$ cat src/rtl/mgPkg.sv
package mgPkg;

  // Strobes from the control unit to the datapath
  typedef struct packed {
    logic clear;      // start of frame: drop all frame state
    logic run;        // whole pipeline advances this cycle
    logic load;       // capture a new input word
    logic step;       // push one pixel into the first window stage
    logic pad;        // the pushed pixel is a flush filler
    logic packShift;  // shift one result into the output word
  } ctlStrobes_t;

  typedef logic [8:0][7:0] win9_t;

  // Compare-exchange pairs of a 19-element median-of-nine network
  localparam int SORT_A [19] = '{1, 4, 7, 0, 3, 6, 1, 4, 7, 0, 5, 4, 3, 1, 2, 4, 4, 6, 4};
  localparam int SORT_B [19] = '{2, 5, 8, 1, 4, 7, 2, 5, 8, 3, 8, 7, 6, 4, 5, 7, 2, 4, 2};

  function automatic win9_t sortRange(input win9_t v, input int first, input int last);
    win9_t r;
    logic [7:0] t;
    r = v;
    for (int i = first; i <= last; i++) begin
      if (r[4'(SORT_A[i])] > r[4'(SORT_B[i])]) begin
        t = r[4'(SORT_A[i])];
        r[4'(SORT_A[i])] = r[4'(SORT_B[i])];
        r[4'(SORT_B[i])] = t;
      end
    end
    return r;
  endfunction

  function automatic logic [7:0] max3(input logic [7:0] a, input logic [7:0] b, input logic [7:0] c);
    logic [7:0] m;
    m = (a > b) ? a : b;
    return (m > c) ? m : c;
  endfunction

  function automatic logic [7:0] min3(input logic [7:0] a, input logic [7:0] b, input logic [7:0] c);
    logic [7:0] m;
    m = (a < b) ? a : b;
    return (m < c) ? m : c;
  endfunction

endpackage

$ cat src/rtl/mgControl.sv
module mgControl
  import mgPkg::*;
#(
  parameter int IMG_W = 32,
  parameter int IMG_H = 24
) (
  input  logic        clk,
  input  logic        rstN,
  input  logic        frameStart,
  input  logic        iValid,
  input  logic        oReady,
  input  logic        resValid,
  output logic        iReady,
  output logic        oValid,
  output ctlStrobes_t ctl
);
  localparam int NPIX   = IMG_W * IMG_H;
  localparam int NWORDS = NPIX / 4;
  localparam int NPAD   = 2 * (IMG_W + 1);
  localparam int WCW    = $clog2(NWORDS + 1);
  localparam int PCW    = $clog2(NPAD + 1);

  logic [WCW-1:0] wordCnt;
  logic [2:0]     bytesLeft;
  logic [PCW-1:0] padCnt;
  logic [1:0]     packCnt;
  logic           oValidQ;

  logic run, allIn, canLoad, doLoad, pixStep, padStep;

  always_comb begin
    run     = !(oValidQ && !oReady);
    allIn   = (wordCnt == WCW'(NWORDS));
    canLoad = run && !frameStart && !allIn && (bytesLeft <= 3'd1);
    doLoad  = canLoad && iValid;
    pixStep = run && !frameStart && (bytesLeft != 3'd0);
    padStep = run && !frameStart && allIn && (bytesLeft == 3'd0) && (padCnt != PCW'(NPAD));

    ctl.clear     = frameStart;
    ctl.run       = run;
    ctl.load      = doLoad;
    ctl.step      = pixStep || padStep;
    ctl.pad       = padStep;
    ctl.packShift = run && !frameStart && resValid;

    iReady = canLoad;
    oValid = oValidQ;
  end

  always_ff @(posedge clk or negedge rstN) begin
    if (!rstN) begin
      wordCnt   <= '0;
      bytesLeft <= '0;
      padCnt    <= '0;
      packCnt   <= '0;
      oValidQ   <= 1'b0;
    end else if (frameStart) begin
      wordCnt   <= '0;
      bytesLeft <= '0;
      padCnt    <= '0;
      packCnt   <= '0;
      oValidQ   <= 1'b0;
    end else if (run) begin
      if (doLoad)                  bytesLeft <= 3'd4;
      else if (bytesLeft != 3'd0)  bytesLeft <= bytesLeft - 3'd1;
      if (doLoad)  wordCnt <= wordCnt + WCW'(1);
      if (padStep) padCnt  <= padCnt + PCW'(1);
      if (resValid) packCnt <= packCnt + 2'd1;
      oValidQ <= resValid && (packCnt == 2'd3);
    end
  end

endmodule

$ cat src/rtl/mgWindowOp.sv
module mgWindowOp
  import mgPkg::*;
#(
  parameter int OP = 0   // 0: median of nine, 1: max minus min
) (
  input  logic       clk,
  input  logic       rstN,
  input  logic       clear,
  input  logic       run,
  input  logic       inValid,
  input  win9_t      win,
  output logic       outValid,
  output logic [7:0] outPix
);

  if (OP == 0) begin : gMedian
    win9_t      m0, m1, m2;
    logic [2:0] v;
    always_ff @(posedge clk or negedge rstN) begin
      if (!rstN) begin
        m0 <= '0; m1 <= '0; m2 <= '0; v <= '0;
      end else if (clear) begin
        v <= '0;
      end else if (run) begin
        m0 <= sortRange(win, 0, 8);
        m1 <= sortRange(m0, 9, 14);
        m2 <= sortRange(m1, 15, 18);
        v  <= {v[1:0], inValid};
      end
    end
    assign outValid = v[2];
    assign outPix   = m2[4];
  end else begin : gGradient
    logic [2:0][7:0] rowMax, rowMin;
    logic [7:0]      diff;
    logic [1:0]      v;
    always_ff @(posedge clk or negedge rstN) begin
      if (!rstN) begin
        rowMax <= '0; rowMin <= '0; diff <= '0; v <= '0;
      end else if (clear) begin
        v <= '0;
      end else if (run) begin
        for (int g = 0; g < 3; g++) begin
          rowMax[g] <= max3(win[g*3], win[g*3+1], win[g*3+2]);
          rowMin[g] <= min3(win[g*3], win[g*3+1], win[g*3+2]);
        end
        diff <= max3(rowMax[0], rowMax[1], rowMax[2]) - min3(rowMin[0], rowMin[1], rowMin[2]);
        v    <= {v[0], inValid};
      end
    end
    assign outValid = v[1];
    assign outPix   = diff;
  end

endmodule

$ cat src/rtl/mgWindowStage.sv
module mgWindowStage
  import mgPkg::*;
#(
  parameter int IMG_W = 32,
  parameter int IMG_H = 24,
  parameter int OP    = 0
) (
  input  logic       clk,
  input  logic       rstN,
  input  logic       clear,
  input  logic       run,
  input  logic       inValid,
  input  logic [7:0] inPix,
  output logic       outValid,
  output logic [7:0] outPix
);
  localparam int NPIX = IMG_W * IMG_H;
  localparam int TAPS = 2 * IMG_W + 3;
  localparam int LEAD = IMG_W + 1;
  localparam int KMAX = NPIX + 2 * IMG_W + 2;
  localparam int KW   = $clog2(KMAX + 1);
  localparam int CW   = $clog2(IMG_W);
  localparam int RW   = $clog2(IMG_H + 2) + 1;

  logic [7:0]    dl [TAPS];
  logic [KW-1:0] k;
  logic [CW-1:0] ocCol, cCol;
  logic [RW-1:0] ocRow, cRow;
  logic          winValid, emit;
  logic          topEdge, botEdge, lftEdge, rgtEdge;
  win9_t         win;

  assign emit = inValid && (k >= KW'(LEAD));

  always_ff @(posedge clk or negedge rstN) begin
    if (!rstN) begin
      for (int i = 0; i < TAPS; i++) dl[i] <= '0;
      k <= '0; ocCol <= '0; ocRow <= '0; cCol <= '0; cRow <= '0; winValid <= 1'b0;
    end else if (clear) begin
      for (int i = 0; i < TAPS; i++) dl[i] <= '0;
      k <= '0; ocCol <= '0; ocRow <= '0; cCol <= '0; cRow <= '0; winValid <= 1'b0;
    end else if (run) begin
      if (inValid) begin
        dl[0] <= inPix;
        for (int i = 1; i < TAPS; i++) dl[i] <= dl[i-1];
        if (k < KW'(KMAX)) k <= k + KW'(1);
      end
      winValid <= emit;
      if (emit) begin
        cCol <= ocCol;
        cRow <= ocRow;
        if (ocCol == CW'(IMG_W - 1)) begin
          ocCol <= '0;
          ocRow <= ocRow + RW'(1);
        end else begin
          ocCol <= ocCol + CW'(1);
        end
      end
    end
  end

  assign topEdge = (cRow == '0);
  assign botEdge = (cRow == RW'(IMG_H - 1));
  assign lftEdge = (cCol == '0);
  assign rgtEdge = (cCol == CW'(IMG_W - 1));

  // Neighbour (gr,gc) sits (2-gr)*IMG_W + (2-gc) taps behind the newest pixel
  for (genvar gr = 0; gr < 3; gr++) begin : gRow
    for (genvar gc = 0; gc < 3; gc++) begin : gCol
      localparam int IDX_N  = (2 - gr) * IMG_W + (2 - gc);
      localparam int IDX_R  = IMG_W + (2 - gc);
      localparam int IDX_C  = (2 - gr) * IMG_W + 1;
      localparam int IDX_RC = IMG_W + 1;
      logic clR, clC;
      assign clR = (gr == 0) ? topEdge : ((gr == 2) ? botEdge : 1'b0);
      assign clC = (gc == 0) ? lftEdge : ((gc == 2) ? rgtEdge : 1'b0);
      assign win[gr*3+gc] = clR ? (clC ? dl[IDX_RC] : dl[IDX_R])
                                : (clC ? dl[IDX_C]  : dl[IDX_N]);
    end
  end

  mgWindowOp #(.OP(OP)) op_i (
    .clk(clk), .rstN(rstN), .clear(clear), .run(run),
    .inValid(winValid), .win(win),
    .outValid(outValid), .outPix(outPix)
  );

endmodule

$ cat src/rtl/mgDatapath.sv
module mgDatapath
  import mgPkg::*;
#(
  parameter int IMG_W = 32,
  parameter int IMG_H = 24
) (
  input  logic        clk,
  input  logic        rstN,
  input  ctlStrobes_t ctl,
  input  logic [31:0] iData,
  input  logic [7:0]  threshold,
  output logic        resValid,
  output logic [31:0] oData
);
  logic [31:0] wordReg;
  logic [7:0]  pixIn, medPix, gradPix, resPix;
  logic        medValid, gradValid;
  logic [31:0] packReg;

  always_ff @(posedge clk or negedge rstN) begin
    if (!rstN)          wordReg <= '0;
    else if (ctl.clear) wordReg <= '0;
    else if (ctl.run) begin
      if (ctl.load)      wordReg <= iData;
      else if (ctl.step) wordReg <= {wordReg[23:0], 8'h00};
    end
  end

  assign pixIn = ctl.pad ? 8'h00 : wordReg[31:24];

  mgWindowStage #(.IMG_W(IMG_W), .IMG_H(IMG_H), .OP(0)) medStage_i (
    .clk(clk), .rstN(rstN), .clear(ctl.clear), .run(ctl.run),
    .inValid(ctl.step), .inPix(pixIn),
    .outValid(medValid), .outPix(medPix)
  );

  mgWindowStage #(.IMG_W(IMG_W), .IMG_H(IMG_H), .OP(1)) gradStage_i (
    .clk(clk), .rstN(rstN), .clear(ctl.clear), .run(ctl.run),
    .inValid(medValid), .inPix(medPix),
    .outValid(gradValid), .outPix(gradPix)
  );

  always_ff @(posedge clk or negedge rstN) begin
    if (!rstN) begin
      resValid <= 1'b0; resPix <= '0;
    end else if (ctl.clear) begin
      resValid <= 1'b0;
    end else if (ctl.run) begin
      resValid <= gradValid;
      resPix   <= (gradPix >= threshold) ? 8'hFF : 8'h00;
    end
  end

  always_ff @(posedge clk or negedge rstN) begin
    if (!rstN)              packReg <= '0;
    else if (ctl.clear)     packReg <= '0;
    else if (ctl.packShift) packReg <= {packReg[23:0], resPix};
  end

  assign oData = packReg;

endmodule

$ cat src/rtl/medGradStage.sv
module medGradStage
  import mgPkg::*;
#(
  parameter int IMG_W = 32,
  parameter int IMG_H = 24
) (
  input  logic        clk,
  input  logic        rstN,
  input  logic        frameStart,
  input  logic [7:0]  threshold,
  input  logic        iValid,
  input  logic [31:0] iData,
  output logic        iReady,
  output logic        oValid,
  output logic [31:0] oData,
  input  logic        oReady
);
  ctlStrobes_t ctl;
  logic        resValid;

  mgControl #(.IMG_W(IMG_W), .IMG_H(IMG_H)) ctrl_i (
    .clk(clk), .rstN(rstN), .frameStart(frameStart),
    .iValid(iValid), .oReady(oReady), .resValid(resValid),
    .iReady(iReady), .oValid(oValid), .ctl(ctl)
  );

  mgDatapath #(.IMG_W(IMG_W), .IMG_H(IMG_H)) dp_i (
    .clk(clk), .rstN(rstN), .ctl(ctl), .iData(iData), .threshold(threshold),
    .resValid(resValid), .oData(oData)
  );

endmodule

$ cat config.mk
export PLATFORM = sky130hd
export DESIGN_NAME = medGradStage
export DESIGN_NICKNAME = d
export VERILOG_FILES = /design/src/rtl/mgPkg.sv /design/src/rtl/mgControl.sv /design/src/rtl/mgWindowOp.sv /design/src/rtl/mgWindowStage.sv /design/src/rtl/mgDatapath.sv /design/src/rtl/medGradStage.sv
export SDC_FILE = /design/constraint.sdc
export NUM_CORES = 2
export LEC_CHECK = 0
export ABC_AREA = 1
export BUFFER_PORTS_ARGS = -buffer_cell sky130_fd_sc_hd__buf_2
export CAP_MARGIN = 20
export CORE_MARGIN = 8
export CORE_UTILIZATION = 30
export DETAILED_ROUTE_END_ITERATION = 10
export PLACE_DENSITY_LB_ADDON = 0.08
export SLEW_MARGIN = 20
export SYNTH_ARGS = -nofsm -noshare
export SYNTH_HDL_FRONTEND = slang
export SYNTH_SLANG_ARGS = --single-unit
$ cat constraint.sdc
create_clock -name clk -period 5.9 [get_ports clk]
set_input_delay 1.18 -clock clk [delete_from_list [all_inputs] [get_ports clk]]
set_output_delay 1.18 -clock clk [all_outputs]
set_load 0.005 [all_outputs]
==> impl_metrics.py <==
metrics = {
    "routing": {
        "vias": 46810,
        "viasPerCell": 4.723,
        "routedWlPerCell_um": 16.28,
        "drt_first_pass_iters": 7,
        "wl_mm": 161.3,
        "drt_drc_violations_left": 0,
        "ant_nets": 0,
        "drtIter0Drc": 3309,
    },
    "sta": {
        "min_period_ns": 5.457,
        "skew_ns": 0.05116,
        "slew_violations": 0,
        "setup_viol": 0,
        "hold_slack_ns": 0.4040,
        "hold_viol_final": 0,
        "slew_headroom_pct": 26.13,
        "fmax_ghz": 0.1832,
        "tightest_slew_ns": 1.108,
        "fin_tns_setup_ns": 0,
        "timing.final.crit_share_pct": 92.49,
    },
    "logic_synthesis": {
        "yosysWarnings": 0,
        "yosys.area_share.adder_pct": 5.199,
        "synthTopCellsByCount": "1362 x dfrtp_1, 1079 x nand2_1, 936 x inv_1",
        "synth_nets": 7368,
        "synth_xor_area_share_pct": 0.06930,
        "yosysTopAreaCellShare_pct": 53.94,
        "synth.most_common_cell": "dfrtp_1",
        "synth.area.top_cells": "dfrtp_1 54%, nand2_1 6.4%, inv_1 5.6%",
        "synth-main-ff-cell": "dfrtp_1",
        "synth_top_family_by_area": "compound AO/OA/AOI/OAI gates",
        "synthMuxAreaShare_pct": 0,
        "ys_async_sr_fraction_pct": 100.0,
        "ys_seq_area_share_pct": 53.94,
        "synth-edff-count": 0,
        "syn_area_per_cell_sq_um": 8.949,
        "synth-compound-area-share_pct": 19.83,
        "synthesis.area_sq_um": 63190,
        "syn-instance-count": 7061,
        "ys_seq_elements": 1362,
        "synth-simple-area-share_pct": 11.96,
        "synth.largest_area_cell": "dfrtp_1",
        "ys_types": 63,
    },
    "setup_path": {
        "worstPathRequired_ns": 6.53,
        "crit_top_cell": "nand2_1",
        "endpoint": "dp_i.medStage_i.op_i.gMedian.m0[8]",
        "cpPeakStageDelay_ns": 0.47,
        "r2r-start": "dp_i.medStage_i.cRow[3]",
        "r2r-end": "dp_i.medStage_i.op_i.gMedian.m0[8]",
        "crit_start": "dp_i.medStage_i.cRow[3]",
        "end_kind": "flip-flop",
        "reg2reg_slack_ns": 0.44,
        "path_class": "reg2reg",
        "cp_slowest_cell": "o21ai_0",
        "crit_path_start_kind": "flip-flop",
        "critPathMaxFanout": 48,
        "cp_data_arrival_time_ns": 6.09,
        "r2r_cells": 31,
    },
    "global_route": {
        "grt_max_degree": 280,
        "globalRoute.totalOverflow": 0,
        "grt.total_usage_pct": 14.14,
        "grt_pass1_vias": 46074,
        "antenna_found_initial": 5,
        "grt_first_pass_wirelength_mm": 264.2,
    },
    "placement": {
        "gp_congestion": 0.8118,
        "dp.cells": 9606,
        "dpl_cell_area_sq_um": 66470,
        "place.detailed.hpwl_mm": 102.7,
        "port_buffers": 78,
    },
    "final_layout": {
        "drive_gt1_share_pct": 8.811,
        "fin_area_sq_um": 72320,
        "fin_nets": 7285,
        "area_growth_pct": 14.44,
        "final_cells": 9911,
    },
    "clock_tree": {
        "numCtsBuffers": 162,
        "htree_num_levels": 4,
        "clock-sinks": 1362,
        "cts_max_path_buffers": 3,
        "hold_buffers": 0,
        "clockRootBuffer": "clkbuf_16",
        "worstSkewPairLatency_ns": 0.82,
        "cts_tree": "yes",
        "clk_pin_slew_ns": 0.06,
    },
    "floorplanning": {
        "pin_count": 79,
        "start_util_pct": 30.15,
        "die_x_um": 475.0,
        "die_h_um": 475.0,
        "fp.coreArea_sq_um": 209600,
        "rows": 168,
        "dieArea_sq_um": 225600,
    },
    "pwr": {
        "vdd_drop_max_uv": 425.1,
        "p_leak_nw": 32.89,
        "power_density_nw_per_um2": 371.9,
        "power.total_mw": 26.89,
    },
    "worst_hold_path": {
        "worstHoldPathType": "in2async",
    },
    "flow_run": {
        "maxCapViolCount": 0,
    },
    "status": {
        "status": "complete, no violations",
    },
}
==> layer usage <==
layer | GRT usage (%) | part of all wire [%] | vias to the layer above
met5 | 0 | 0.0081 | -
met4 | 4.043 | 2.6 | 2
met3 | 2.145 | 3.0 | 238
met2 | 20.45 | 42 | 507
met1 | 21.74 | 52 | 22323
li1 | - | - | 23740
==> what timing repair did <==
| item | 4_1_cts | 5_1_grt |
|---|---|---|
| endpoints found under the hold margin | 0 | 0 |
| buffers inserted | 0 | 9 |
| gates resized for setup | 0 | 60 |
| setup endpoints to repair | 0 | 40 |
==> power by group <==
part           leakage [nW]  internal [mW]  switching [mW]
clock network          2.71           6.02            4.21
registers              18.9           9.68           0.182
logic                  11.3           2.38            4.42
==> final cells by class <==
class                           count  area, sq um
Clock inverter                     53        828.3
Timing Repair inverter              1        6.256
Tap cell                         2805         3510
Antenna cell                        1        2.502
Multi-Input combinational cell   4258        23590
Inverter                          957         3622
Clock buffer                      238         4740
Timing Repair Buffer              236         1939
Fill cell                       21612       137300
Sequential cell                  1362        34080
==> metrics by stage <==
step | worst slack, ns | util, %
2_1_floorplan | 0.4948 | -
3_3_place_gp | 0.06823 | 31.72
3_5_place_dp | 0.06816 | 31.72
4_1_cts | 0.005552 | 34.37
5_1_grt | -0.02157 | 34.51
6_report | 0.4429 | 34.51
==> flip-flops by register name (all words and copies together) (netlist names), 4 cells and up <==
name and count:
ctrl_i.padCnt 7, ctrl_i.wordCnt 8, dp_i.gradStage_i.cCol 5, dp_i.gradStage_i.cRow 6
dp_i.gradStage_i.dl 536, dp_i.gradStage_i.k 10, dp_i.gradStage_i.ocCol 5, dp_i.gradStage_i.ocRow 6
dp_i.gradStage_i.op_i.gGradient.rowMax 24, dp_i.gradStage_i.op_i.gGradient.rowMin 24, dp_i.gradStage_i.op_i.outPix 8, dp_i.medStage_i.cCol 5
dp_i.medStage_i.cRow 6, dp_i.medStage_i.dl 536, dp_i.medStage_i.k 10, dp_i.medStage_i.ocCol 5
dp_i.medStage_i.ocRow 6, dp_i.medStage_i.op_i.gMedian.m0 64, dp_i.medStage_i.op_i.gMedian.m1 32, dp_i.medStage_i.op_i.outPix 8
dp_i.oData 4, dp_i.wordReg 32
==> logic make-up (layout without fill, tap and decap cells) <==
kind of cell	Yosys count	in the layout
compound gates	2223	2223
simple gates	1768	1768
buf+inv	1441	1485
flops	1362	1362
fa+ha+maj	262	262
xor+xnor	5	5
other cells	0	1
==> placed cells by master (no fill, tap or decap), types with 27 or more instances in the layout <==
master	n
buf_2	77
o21ai_0	661
nand2_1	1077
dfrtp_1	1362
a21oi_1	649
buf_4	126
nand3_1	421
o21ai_2	27
o22ai_1	549
ha_1	261
o211ai_1	98
clkbuf_8	40
inv_1	933
buf_12	27
clkbuf_16	162
nor2_1	160
o21ai_1	122
clkbuf_1	36
==> critical path: cells and delay by family (launching register included) <==
family | cells | cell delay [ns]
AO/OA/AOI/OAI | 10 | 1.84
buffers and inverters | 7 | 1.11
AND/OR/NAND/NOR | 11 | 1.10
adder cells (fa/ha/maj) | 3 | 0.79
flip-flops | 1 | 0.38
==> how the worst min path moves through the flow <==
stage	to	slack [ns]	depth (start not counted)
detailed placement	dp_i.gradStage_i.op_i.gGradient.rowMin[17]	0.47	2
finish	dp_i.gradStage_i.dl[67]	0.40	1
floorplan	dp_i.gradStage_i.op_i.gGradient.rowMin[17]	0.45	2
global route	dp_i.gradStage_i.dl[60]	0.42	1
global placement	dp_i.gradStage_i.op_i.outPix[0]	0.47	2
CTS	dp_i.gradStage_i.op_i.gGradient.rowMax[3]	0.39	1
Note: power is estimated with default switching activity, not from simulation.
